$ cat src/rtl/jrc_pkg.sv
// Package: shared constants for the JTAG clock rate configurator.
// Assumes: status byte values are fixed by the command protocol.
package jrc_pkg;
    localparam logic [7:0] ST_OK  = 8'h00;
    localparam logic [7:0] ST_ERR = 8'hFF;
    localparam int         CNT_W  = 16;
endpackage

$ cat src/rtl/jrc_divider.sv
// Module: jrc_divider
// Restoring unsigned divider, one quotient bit per cycle.
// Assumes: divisor is nonzero when start is raised; start is ignored while busy.
module jrc_divider #(
    parameter int W = 32
) (
    input  logic         clk,
    input  logic         rst_n,
    input  logic         start,
    input  logic [W-1:0] dividend,
    input  logic [W-1:0] divisor,
    output logic         busy,
    output logic         done,
    output logic [W-1:0] quotient
);
    localparam int CW = $clog2(W + 1);

    logic [W:0]    rem_q;
    logic [W-1:0]  quo_q;
    logic [W-1:0]  dsr_q;
    logic [CW-1:0] left_q;
    logic [W:0]    rem_sh;
    logic          fits;

    // Trial subtraction for the current step.
    always_comb begin
        rem_sh = {rem_q[W-1:0], quo_q[W-1]};
        fits   = (rem_sh >= {1'b0, dsr_q});
    end

    // Step through the quotient bits and flag completion.
    always_ff @(posedge clk) begin
        if (!rst_n) begin
            rem_q  <= '0;
            quo_q  <= '0;
            dsr_q  <= '0;
            left_q <= '0;
            busy   <= 1'b0;
            done   <= 1'b0;
        end else begin
            done <= 1'b0;
            if (!busy && start) begin
                rem_q  <= '0;
                quo_q  <= dividend;
                dsr_q  <= divisor;
                left_q <= CW'(W);
                busy   <= 1'b1;
            end else if (busy) begin
                rem_q  <= fits ? (rem_sh - {1'b0, dsr_q}) : rem_sh;
                quo_q  <= {quo_q[W-2:0], fits};
                left_q <= left_q - 1'b1;
                if (left_q == CW'(1)) begin
                    busy <= 1'b0;
                    done <= 1'b1;
                end
            end
        end
    end

    assign quotient = quo_q;

    AST_DONE_AFTER_BUSY: assert property (@(posedge clk) disable iff (!rst_n)
        done |-> $past(busy));
    AST_DONE_PULSE: assert property (@(posedge clk) disable iff (!rst_n)
        done |=> !done);
endmodule

$ cat src/rtl/jrc_rate_reg.sv
// Module: jrc_rate_reg
// Turns a quotient into a half-period count, applies overhead, clamp and
// range check, and holds the active count and the response.
// Assumes: div_done and zero_req are never high together.
module jrc_rate_reg
    import jrc_pkg::*;
#(
    parameter int W         = 32,
    parameter int TIMER_HZ  = 80_000_000,
    parameter int RESET_HZ  = 100_000,
    parameter int OVERHEAD  = 50
) (
    input  logic             clk,
    input  logic             rst_n,
    input  logic             div_done,
    input  logic [W-1:0]     quotient,
    input  logic             zero_req,
    output logic             rsp_valid,
    output logic [7:0]       rsp_status,
    output logic [CNT_W-1:0] half_count
);
    localparam int LIMIT     = 1 << (CNT_W - 1);
    localparam int RST_HALF  = TIMER_HZ / RESET_HZ / 2;
    localparam int RST_COUNT = (RST_HALF > OVERHEAD) ? (RST_HALF - OVERHEAD) : 0;

    logic [W-1:0] half_raw;
    logic [W-1:0] adj;
    logic         in_range;

    // Halve, remove the overhead with a floor at zero, check the range.
    always_comb begin
        half_raw = quotient >> 1;
        adj      = (half_raw <= W'(OVERHEAD)) ? '0 : (half_raw - W'(OVERHEAD));
        in_range = (adj < W'(LIMIT));
    end

    // Commit the count on success and present the status for one cycle.
    always_ff @(posedge clk) begin
        if (!rst_n) begin
            half_count <= CNT_W'(RST_COUNT);
            rsp_valid  <= 1'b0;
            rsp_status <= ST_OK;
        end else begin
            rsp_valid <= div_done | zero_req;
            if (zero_req) begin
                rsp_status <= ST_ERR;
            end else if (div_done) begin
                rsp_status <= in_range ? ST_OK : ST_ERR;
                if (in_range) half_count <= adj[CNT_W-1:0];
            end
        end
    end

    AST_KEEP_ON_ERR: assert property (@(posedge clk) disable iff (!rst_n)
        (rsp_valid && rsp_status == ST_ERR) |-> $stable(half_count));
    AST_COUNT_RANGE: assert property (@(posedge clk) disable iff (!rst_n)
        !half_count[CNT_W-1]);
    AST_RSP_PULSE: assert property (@(posedge clk) disable iff (!rst_n)
        rsp_valid |=> !rsp_valid);
endmodule

$ cat src/rtl/jrc_half_timer.sv
// Module: jrc_half_timer
// Half-period wait timer on a free-running 16-bit tick counter; the
// deadline compare uses the signed difference so it tolerates wrap.
// Assumes: count stays below 0x8000; a new start reloads the deadline.
module jrc_half_timer
    import jrc_pkg::*;
(
    input  logic             clk,
    input  logic             rst_n,
    input  logic             start,
    input  logic [CNT_W-1:0] count,
    output logic             done
);
    logic [CNT_W-1:0] tick_q;
    logic [CNT_W-1:0] target_q;
    logic             waiting_q;
    logic [CNT_W-1:0] diff;

    // Distance from deadline; top bit set means not yet reached.
    always_comb diff = tick_q - target_q;

    // Run the tick counter, load deadlines and raise the done pulse.
    always_ff @(posedge clk) begin
        if (!rst_n) begin
            tick_q    <= '0;
            target_q  <= '0;
            waiting_q <= 1'b0;
            done      <= 1'b0;
        end else begin
            tick_q <= tick_q + 1'b1;
            done   <= 1'b0;
            if (start) begin
                target_q  <= tick_q + count;
                waiting_q <= 1'b1;
            end else if (waiting_q && !diff[CNT_W-1]) begin
                waiting_q <= 1'b0;
                done      <= 1'b1;
            end
        end
    end

    AST_WAIT_PULSE: assert property (@(posedge clk) disable iff (!rst_n)
        done |=> !done);
    AST_DONE_NEEDS_WAIT: assert property (@(posedge clk) disable iff (!rst_n)
        done |-> $past(waiting_q));
endmodule

$ cat src/rtl/jtag_rate_cfg.sv
// Module: jtag_rate_cfg (top)
// Accepts a JTAG rate request, derives the half-period count with a
// sequential divider and provides the half-period wait timer.
// Assumes: requests raised while busy are dropped by design.
module jtag_rate_cfg
    import jrc_pkg::*;
#(
    parameter int TIMER_HZ = 80_000_000,
    parameter int RESET_HZ = 100_000,
    parameter int OVERHEAD = 50,
    parameter int HZ_W     = 32
) (
    input  logic             clk,
    input  logic             rst_n,
    input  logic             req_valid,
    input  logic [HZ_W-1:0]  req_hz,
    output logic             busy,
    output logic             rsp_valid,
    output logic [7:0]       rsp_status,
    output logic [CNT_W-1:0] half_count,
    input  logic             wait_start,
    output logic             wait_done
);
    logic            div_busy;
    logic            div_done;
    logic [HZ_W-1:0] quotient;
    logic            accept;
    logic            zero_req_q;

    // A request is taken only when no division or response is pending.
    always_comb begin
        busy   = div_busy | div_done;
        accept = req_valid && !busy && !zero_req_q;
    end

    // Zero rates skip the divider and answer on the next cycle.
    always_ff @(posedge clk) begin
        if (!rst_n) zero_req_q <= 1'b0;
        else        zero_req_q <= accept && (req_hz == '0);
    end

    jrc_divider #(.W(HZ_W)) u_div (
        .clk      (clk),
        .rst_n    (rst_n),
        .start    (accept && (req_hz != '0)),
        .dividend (HZ_W'(TIMER_HZ)),
        .divisor  (req_hz),
        .busy     (div_busy),
        .done     (div_done),
        .quotient (quotient)
    );

    jrc_rate_reg #(
        .W        (HZ_W),
        .TIMER_HZ (TIMER_HZ),
        .RESET_HZ (RESET_HZ),
        .OVERHEAD (OVERHEAD)
    ) u_rate (
        .clk        (clk),
        .rst_n      (rst_n),
        .div_done   (div_done),
        .quotient   (quotient),
        .zero_req   (zero_req_q),
        .rsp_valid  (rsp_valid),
        .rsp_status (rsp_status),
        .half_count (half_count)
    );

    jrc_half_timer u_timer (
        .clk   (clk),
        .rst_n (rst_n),
        .start (wait_start),
        .count (half_count),
        .done  (wait_done)
    );

    AST_IGNORE_WHILE_BUSY: assert property (@(posedge clk) disable iff (!rst_n)
        (busy && !div_done) |=> !zero_req_q);
endmodule

$ cat config.mk
export PLATFORM = sky130hd
export DESIGN_NAME = jtag_rate_cfg
export DESIGN_NICKNAME = d
export VERILOG_FILES = /design/src/rtl/jrc_pkg.sv /design/src/rtl/jrc_divider.sv /design/src/rtl/jrc_rate_reg.sv /design/src/rtl/jrc_half_timer.sv /design/src/rtl/jtag_rate_cfg.sv
export SDC_FILE = /design/constraint.sdc
export NUM_CORES = 1
export LEC_CHECK = 0
export BUFFER_PORTS_ARGS = -buffer_cell sky130_fd_sc_hd__buf_2
export CAP_MARGIN = 25
export CORE_ASPECT_RATIO = 0.5
export CORE_UTILIZATION = 60
export CTS_CLUSTER_SIZE = 10
export DETAILED_ROUTE_END_ITERATION = 6
export PLACE_DENSITY_LB_ADDON = 0.12
export SYNTH_ARGS = -nofsm -noshare
export SYNTH_HDL_FRONTEND = slang
export SYNTH_SLANG_ARGS = --single-unit
$ cat constraint.sdc
create_clock -name clk -period 7.7 [get_ports clk]
set_input_delay 0.77 -clock clk [delete_from_list [all_inputs] [get_ports clk]]
set_output_delay 0.77 -clock clk [all_outputs]
set_load 0.005 [all_outputs]
* Yosys cells after proc, flatten, opt, wreduce, memory -nomap -nowiden *
Cells that the tools add are included.
Widths: inputs -> output; s select.

operators by class
  reductions and logical operators = 19
  add/sub/neg operators = 6
  magnitude comparators = 3
  muxes and demuxes = 16
  bitwise operators = 5
  equal/unequal tests = 1

operator list
  operator               number
  $mux 32                2
  $mux 27                2
  $ge 33x32->1           1
  $logic_not 32->1       1
  $lt 32x16->1 const B   1
  $reduce_bool 32->1     1
  $sub 31x6->32 const B  1
  $sub 32x32->32         1
  $le 31x6->1 const B    1
  $mux 8                 3
  $add 16x1->16 const B  1
  $add 16x16->16         1
  $sub 16x16->16         1
  $mux 6                 2
  $mux 1                 7
  $eq 6x1->1 const B     1
  $logic_and 1x1->1      6
  $reduce_bool 2->1      3
  $sub 6x1->6 const B    1
  $logic_not 1->1        4
  $reduce_or 2->1        2
  $not 1->1              3
  $reduce_and 3->1       1
  $reduce_or 3->1        1
  $or 1x1->1             2

storage, ports and cells
  word-level logic and storage cells = 66
  flip-flop bits (word level) = 164

* Logic depth before layout (Yosys ltp) *
  depth after elaboration = 7
  depth in mapped cells = 13
  depth with buffers taken out = 11

* By module *
Synthesis repeated with hierarchy kept, for this count alone.

unflattened totals
  cell total of the unflattened synthesis = 1247
  area total of the unflattened synthesis = 9942.0 um^2

by module, submodules not included
  module          area an instance (um^2)  times used  cells an instance
  jrc_divider     6175.9                   1           792
  jrc_half_timer  2416.1                   1           283
  jrc_rate_reg    1204.9                   1           154
  jtag_rate_cfg   145.1                    1           18

* Worst setup path after synthesis *
No wires, ideal clock.

  kind = register to register
  start point = register u_div.dsr_q[1]
  end point = register u_div.rem_q[13]
  stages on the path, launching flop included = 13
  arrival = 2.647 ns
  period minus slack after synthesis = 2.780 ns
  path buffers = 2
  required time = 7.568 ns
  path slack = 4.920 ns
  path through = dfxtp_1 -> inv_1 -> ha_1 -> nor2b_1 -> o31a_1 -> o21ai_1 -> o211ai_1 -> a2111o_1 -> a31o_2 -> buf_2 -> buf_2 -> mux2i_1 -> a21oi_1

on the way
  longest elaborated chain between the ends = 2

RTL lines
  item                                                   line                                  RTL
  start, declared                                        jrc_divider.sv:20                     logic [W-1:0] dsr_q;
  start signal, assigned                                 jrc_divider.sv:45                     dsr_q <= divisor;
  $sub 32x32->32 / $ge 33x32->1 (equally long branches)  jrc_divider.sv:49, jrc_divider.sv:28
  $mux 32 *                                              jrc_divider.sv:49                     rem_q <= fits ? (rem_sh - {1'b0, dsr_q}) : rem_sh;
  end signal, assigned                                   jrc_divider.sv:49
  end, declared                                          jrc_divider.sv:18                     logic [W:0] rem_q;

Every way passes the cells marked *; elsewhere a longest branch is shown, timed or not.
A chain may end at the register's enable or synchronous reset.

* Final worst setup path *
  start point = register u_div.busy
  end point = register u_div.rem_q[24]

on the way
  longest elaborated chain between the ends = 7

RTL lines
  item                              line                 RTL
  start, declared                   jrc_divider.sv:12    output logic busy,
  start signal, assigned            jrc_divider.sv:38    busy <= 1'b0;
  start signal, assigned            jrc_divider.sv:47    busy <= 1'b1;
  start signal, assigned            jrc_divider.sv:53    busy <= 1'b0;
  $or 1x1->1                        jtag_rate_cfg.sv:32  busy = div_busy | div_done;
  $logic_not 1->1                   jtag_rate_cfg.sv:33  accept = req_valid && !busy && !zero_req_q;
  $logic_and 1x1->1 (2 in a row)    jtag_rate_cfg.sv:33
  $logic_and 1x1->1                 jtag_rate_cfg.sv:45  .start (accept && (req_hz != '0)),
  $logic_and 1x1->1                 jrc_divider.sv:42    if (!busy && start) begin
  $reduce_or 2->1 (no source line)  -

Parallel ways exist; a longest one is shown, timed or not.

==> qor.yml <==
run_status:
  outcome: "completed"
route:
  drc_errors: 0
  detail_route.wl_per_cell_um: 16.2
  wirelength_um: 23500
  vias: 8667
  initialDrtViolationCount: 604
  final_antenna_net_count: 0
  via_per_instance_ratio: 6.00
  drt_first_pass_iters: 5
place:
  dpl.hpwl_um: 16400
  gp_congestion: 0.885
  pre_cts_setup_slack_ps: 3980
  place_inst: 1412
  io_buffers: 62
die:
  initial_utilization_pct: 62.3
  std_cell_rows: 32
  core_um2: 15700
  design.die.area_um2: 16800
  design.portCount: 63
  floorplan.die.width_um: 182
  dieHeight_um: 92.2
logic_synthesis:
  synthesis.instances: 1191
  synthesis.area_per_instance_um2: 8.19
  synthDistinctLibCells: 74
  synth.mux.area_fraction_pct: 9.13
  synth_compound_area_share_pct: 18.3
  synth_enable_flop_cells: 0
  synth_simple_gate_area_share_pct: 19.7
  synth_adder_area_share_pct: 8.74
  mappedNetlistNets: 1294
  ys_async_sr_fraction_pct: 0
  seq_area_frac_synth_pct: 32.2
  synth_seq_cells: 157
  yosys_warnings: 0
  postSynth.topFlopCell: "sky130_fd_sc_hd__dfxtp_1"
  synth_top_family_by_area: "simple AND/OR/NAND/NOR gates"
  post_synth_xor_area_fraction_pct: 5.74
  synth_area_um2: 9760
timing:
  worst_slew_pin_slew_ps: 1040
  finalHoldViolations: 0
  setup_viol: 0
  number_of_slew_limit_violations_in_the_final_report: 0
  slew_headroom_pct: 30.4
  final.setup.tns_ps: 0
  worst_skew_ps: 10.5
  finalCritPeriodShare_pct: 49.1
  fmax_ghz: 0.265
  worst_case_setup_margin_in_the_final_layout_ps: 3920
  grt_setup_unrepaired: "no"
  final_worst_path_period_need_ps: 3780
clock_tree:
  cts.htree.levels: 4
  worst_skew_pair.late_latency_ps: 430
  post_cts_hold_buffer_count: 0
  post_cts_resized: 0
  tritoncts: "built"
  cts_sinks: 157
  clockRootBuffer: "sky130_fd_sc_hd__clkbuf_16"
  post-cts-setup-buffers: 0
  cts.reportedPaths.clkPinSlew_ps: 70
  cts_max_path_buffers: 2
  numCtsBuffers: 17
critical_path:
  critPathRequiredTime_ps: 8070
  endpoint_kind: "flop"
  maximum_fanout_encountered_on_the_critical_timing_path: 91
  cell_depth_of_the_worst_flop_to_flop_path: 8
  critical-path-top-cell-by-count: "sky130_fd_sc_hd__buf_4"
  register_to_register_path_setup_slack_ps: 3920
  worst_path_largest_cell_delay_ps: 1020
  crit_path_start_kind: "flop"
  crit-reg2reg-capture: "u_div.rem_q[24]$_SDFFE_PP0P_"
  arrival_ps: 4150
  timing.rr.start: "u_div.busy$_SDFF_PN0_"
  cpMaxStageDelayCell: "sky130_fd_sc_hd__dfxtp_4"
  timing.setup.critical_path_class: "flop to flop"
  crit_path_cell_trace: "inv_1 > and3_1 > nor2b_4 > buf_4 > nand2b_1 > buf_4 > a311oi_1 > o31a_1"
grt:
  grt_pass1_wl_um: 39400
  global_route_usage_over_all_layers_pct: 28.9
  first_global_vias: 8357
  grt_antenna_before_repair: 0
  gr-total-overflow: 0
  largest_net_degree_at_the_start_of_global_routing: 92
pwr:
  p_sw_share_pct: 35.5
  power.internal_uw: 1600
  ir_worst_vdd_mv: 0.193
  p_comb_share_pct: 29.9
  power_leakage_uw: 0.00453
  pwr_density_cell_nw_per_um2: 233
  power_frac_clock_pct: 33.8
  power_frac_seq_pct: 36.3
  switching_power_uw: 884
hold_path:
  hp-start: "u_timer.waiting_q$_SDFFE_PN0P_"
  timing.hold.worst_endpoint: "u_timer.done$_SDFF_PP0_"
  whs_path_depth: 2
  hold_path_class: "flop to flop"
layout:
  nNetsFinal: 1313
  final_cell_count_no_fill: 1444
  diodes_inserted: 0
  number_of_filler_cells_placed_in_the_layout: 1316
  multi_input_logic_area_um2: 6020
  layout-drive-gt1-share_pct: 9.48
  seqCellArea_um2: 3150
  flow.area_growth_from_synthesis_pct: 9.31
flow_run:
  drv_cap: 0
sequential cells by signal, indices dropped and copies added, names as in the netlist:
signal / cells
u_div.dsr_q: 32
u_div.quotient: 32
u_div.rem_q: 32
u_rate.half_count: 16
u_timer.target_q: 16
u_timer.tick_q: 16
u_div.left_q: 6
u_div.busy: 1
u_div.done: 1
u_rate.rsp_status: 1
u_rate.rsp_valid: 1
u_timer.done: 1
u_timer.waiting_q: 1
zero_req_q: 1
how the worst max path moves through the flow:
| stage | endpoint | cells after the start | from | slack (ps) |
|---|---|---|---|---|
| CTS | u_div.rem_q[24]$_SDFFE_PP0P_ | 8 | u_div.busy$_SDFF_PN0_ | 3970 |
| global placement | u_div.rem_q[24]$_SDFFE_PP0P_ | 8 | u_div.busy$_SDFF_PN0_ | 4100 |
| floorplan | u_div.rem_q[13]$_SDFFE_PP0P_ | 12 | u_div.dsr_q[1]$_SDFFE_PN0P_ | 4920 |
| global route | u_div.rem_q[24]$_SDFFE_PP0P_ | 8 | u_div.busy$_SDFF_PN0_ | 3630 |
| detailed placement | u_div.rem_q[24]$_SDFFE_PP0P_ | 8 | u_div.busy$_SDFF_PN0_ | 3980 |
| finish | u_div.rem_q[24]$_SDFFE_PP0P_ | 8 | u_div.busy$_SDFF_PN0_ | 3920 |
power groups by stage:
stage	clock [uW]	sequential, uW	combinational, uW
final	841	903	744
after global routing	887	910	815
after CTS	853	902	731
after detailed placement	0	921	723
after global placement	0	918	701
after floorplan	0	894	596
cell usage after synthesis, types with 6 or more instances:
master	number	area [um^2]
sky130_fd_sc_hd__dfxtp_1	157	3140
sky130_fd_sc_hd__nor2_1	156	586
sky130_fd_sc_hd__mux2i_1	89	891
sky130_fd_sc_hd__inv_1	78	293
sky130_fd_sc_hd__o21ai_0	68	340
sky130_fd_sc_hd__a21oi_1	66	330
sky130_fd_sc_hd__ha_1	65	813
sky130_fd_sc_hd__nand2_1	62	233
sky130_fd_sc_hd__clkbuf_1	46	173
sky130_fd_sc_hd__nand3_1	39	195
sky130_fd_sc_hd__xnor2_1	36	315
sky130_fd_sc_hd__xor2_1	28	245
sky130_fd_sc_hd__nor3_1	25	125
sky130_fd_sc_hd__a21o_1	23	173
sky130_fd_sc_hd__nor4_1	20	125
sky130_fd_sc_hd__a211oi_1	18	135
sky130_fd_sc_hd__and3_1	14	87.6
sky130_fd_sc_hd__nand4_1	13	81.3
sky130_fd_sc_hd__nor2b_1	11	68.8
sky130_fd_sc_hd__o21a_1	11	82.6
sky130_fd_sc_hd__nand2b_1	10	62.6
sky130_fd_sc_hd__or3_1	10	62.6
sky130_fd_sc_hd__a31oi_1	9	56.3
sky130_fd_sc_hd__or4_1	9	67.6
sky130_fd_sc_hd__buf_4	8	60.1
sky130_fd_sc_hd__o31ai_1	8	60.1
sky130_fd_sc_hd__buf_1	7	26.3
sky130_fd_sc_hd__o211ai_1	7	52.6
sky130_fd_sc_hd__o221ai_1	6	52.6
layout by cell type, fill, tap and decap left out, types with 11 or more instances in the layout:
cell type / n
sky130_fd_sc_hd__a211oi_1: 18
sky130_fd_sc_hd__a21o_1: 23
sky130_fd_sc_hd__a21oi_1: 66
sky130_fd_sc_hd__and3_1: 14
sky130_fd_sc_hd__buf_2: 62
sky130_fd_sc_hd__clkbuf_16: 18
sky130_fd_sc_hd__dfxtp_1: 156
sky130_fd_sc_hd__ha_1: 65
sky130_fd_sc_hd__inv_1: 77
sky130_fd_sc_hd__mux2i_1: 89
sky130_fd_sc_hd__nand2_1: 62
sky130_fd_sc_hd__nand3_1: 39
sky130_fd_sc_hd__nand4_1: 13
sky130_fd_sc_hd__nor2_1: 156
sky130_fd_sc_hd__nor3_1: 25
sky130_fd_sc_hd__nor4_1: 20
sky130_fd_sc_hd__o21a_1: 11
sky130_fd_sc_hd__o21ai_0: 68
sky130_fd_sc_hd__xnor2_1: 36
sky130_fd_sc_hd__xor2_1: 28
per-stage QoR:
stage | util [%] | area, um^2 | hold slack, ps | power (uW)
after floorplan | - | 9760 | 412 | 1490
after global placement | 64.5 | 10100 | 428 | 1620
after detailed placement | 64.5 | 10100 | 444 | 1640
after CTS | 68.1 | 10700 | 452 | 2490
after global routing | 68.1 | 10700 | 474 | 2610
final | 68.1 | 10700 | 448 | 2490
area by class of cell:
| type | count | share of cell area, % |
|---|---|---|
| Clock inverter | 13 | 1.10 |
| Timing Repair Buffer | 68 | 3.33 |
| Inverter | 79 | 2.78 |
| Sequential cell | 157 | 29.5 |
| Multi-Input combinational cell | 887 | 56.4 |
| Clock buffer | 19 | 4.26 |
| Tap cell | 221 | 2.59 |
worst max-delay path: cells and delay by family, from the launching register on:
| family | cells | cell delay (ps) |
|---|---|---|
| flops | 1 | 1020 |
| compound gates | 2 | 410 |
| buf+inv | 3 | 1410 |
| simple gates | 3 | 830 |
cell families (layout without fill, tap and decap cells):
family                     Yosys count  in the layout
adders and majority gates           67             67
DFF                                157            157
and+or+nand+nor                    394            394
muxes                               89             89
buffers and inverters              147            179
xor gates and xnor gates            64             64
AOI/OAI and AO/OA                  273            273
layer usage:
metal	GRT usage, %	share of wire (%)
met1	37.2	46
met2	49.0	47
met3	5.32	5.6
met4	9.24	1.4
met5	0	0
(Power assumes the default switching activity.)
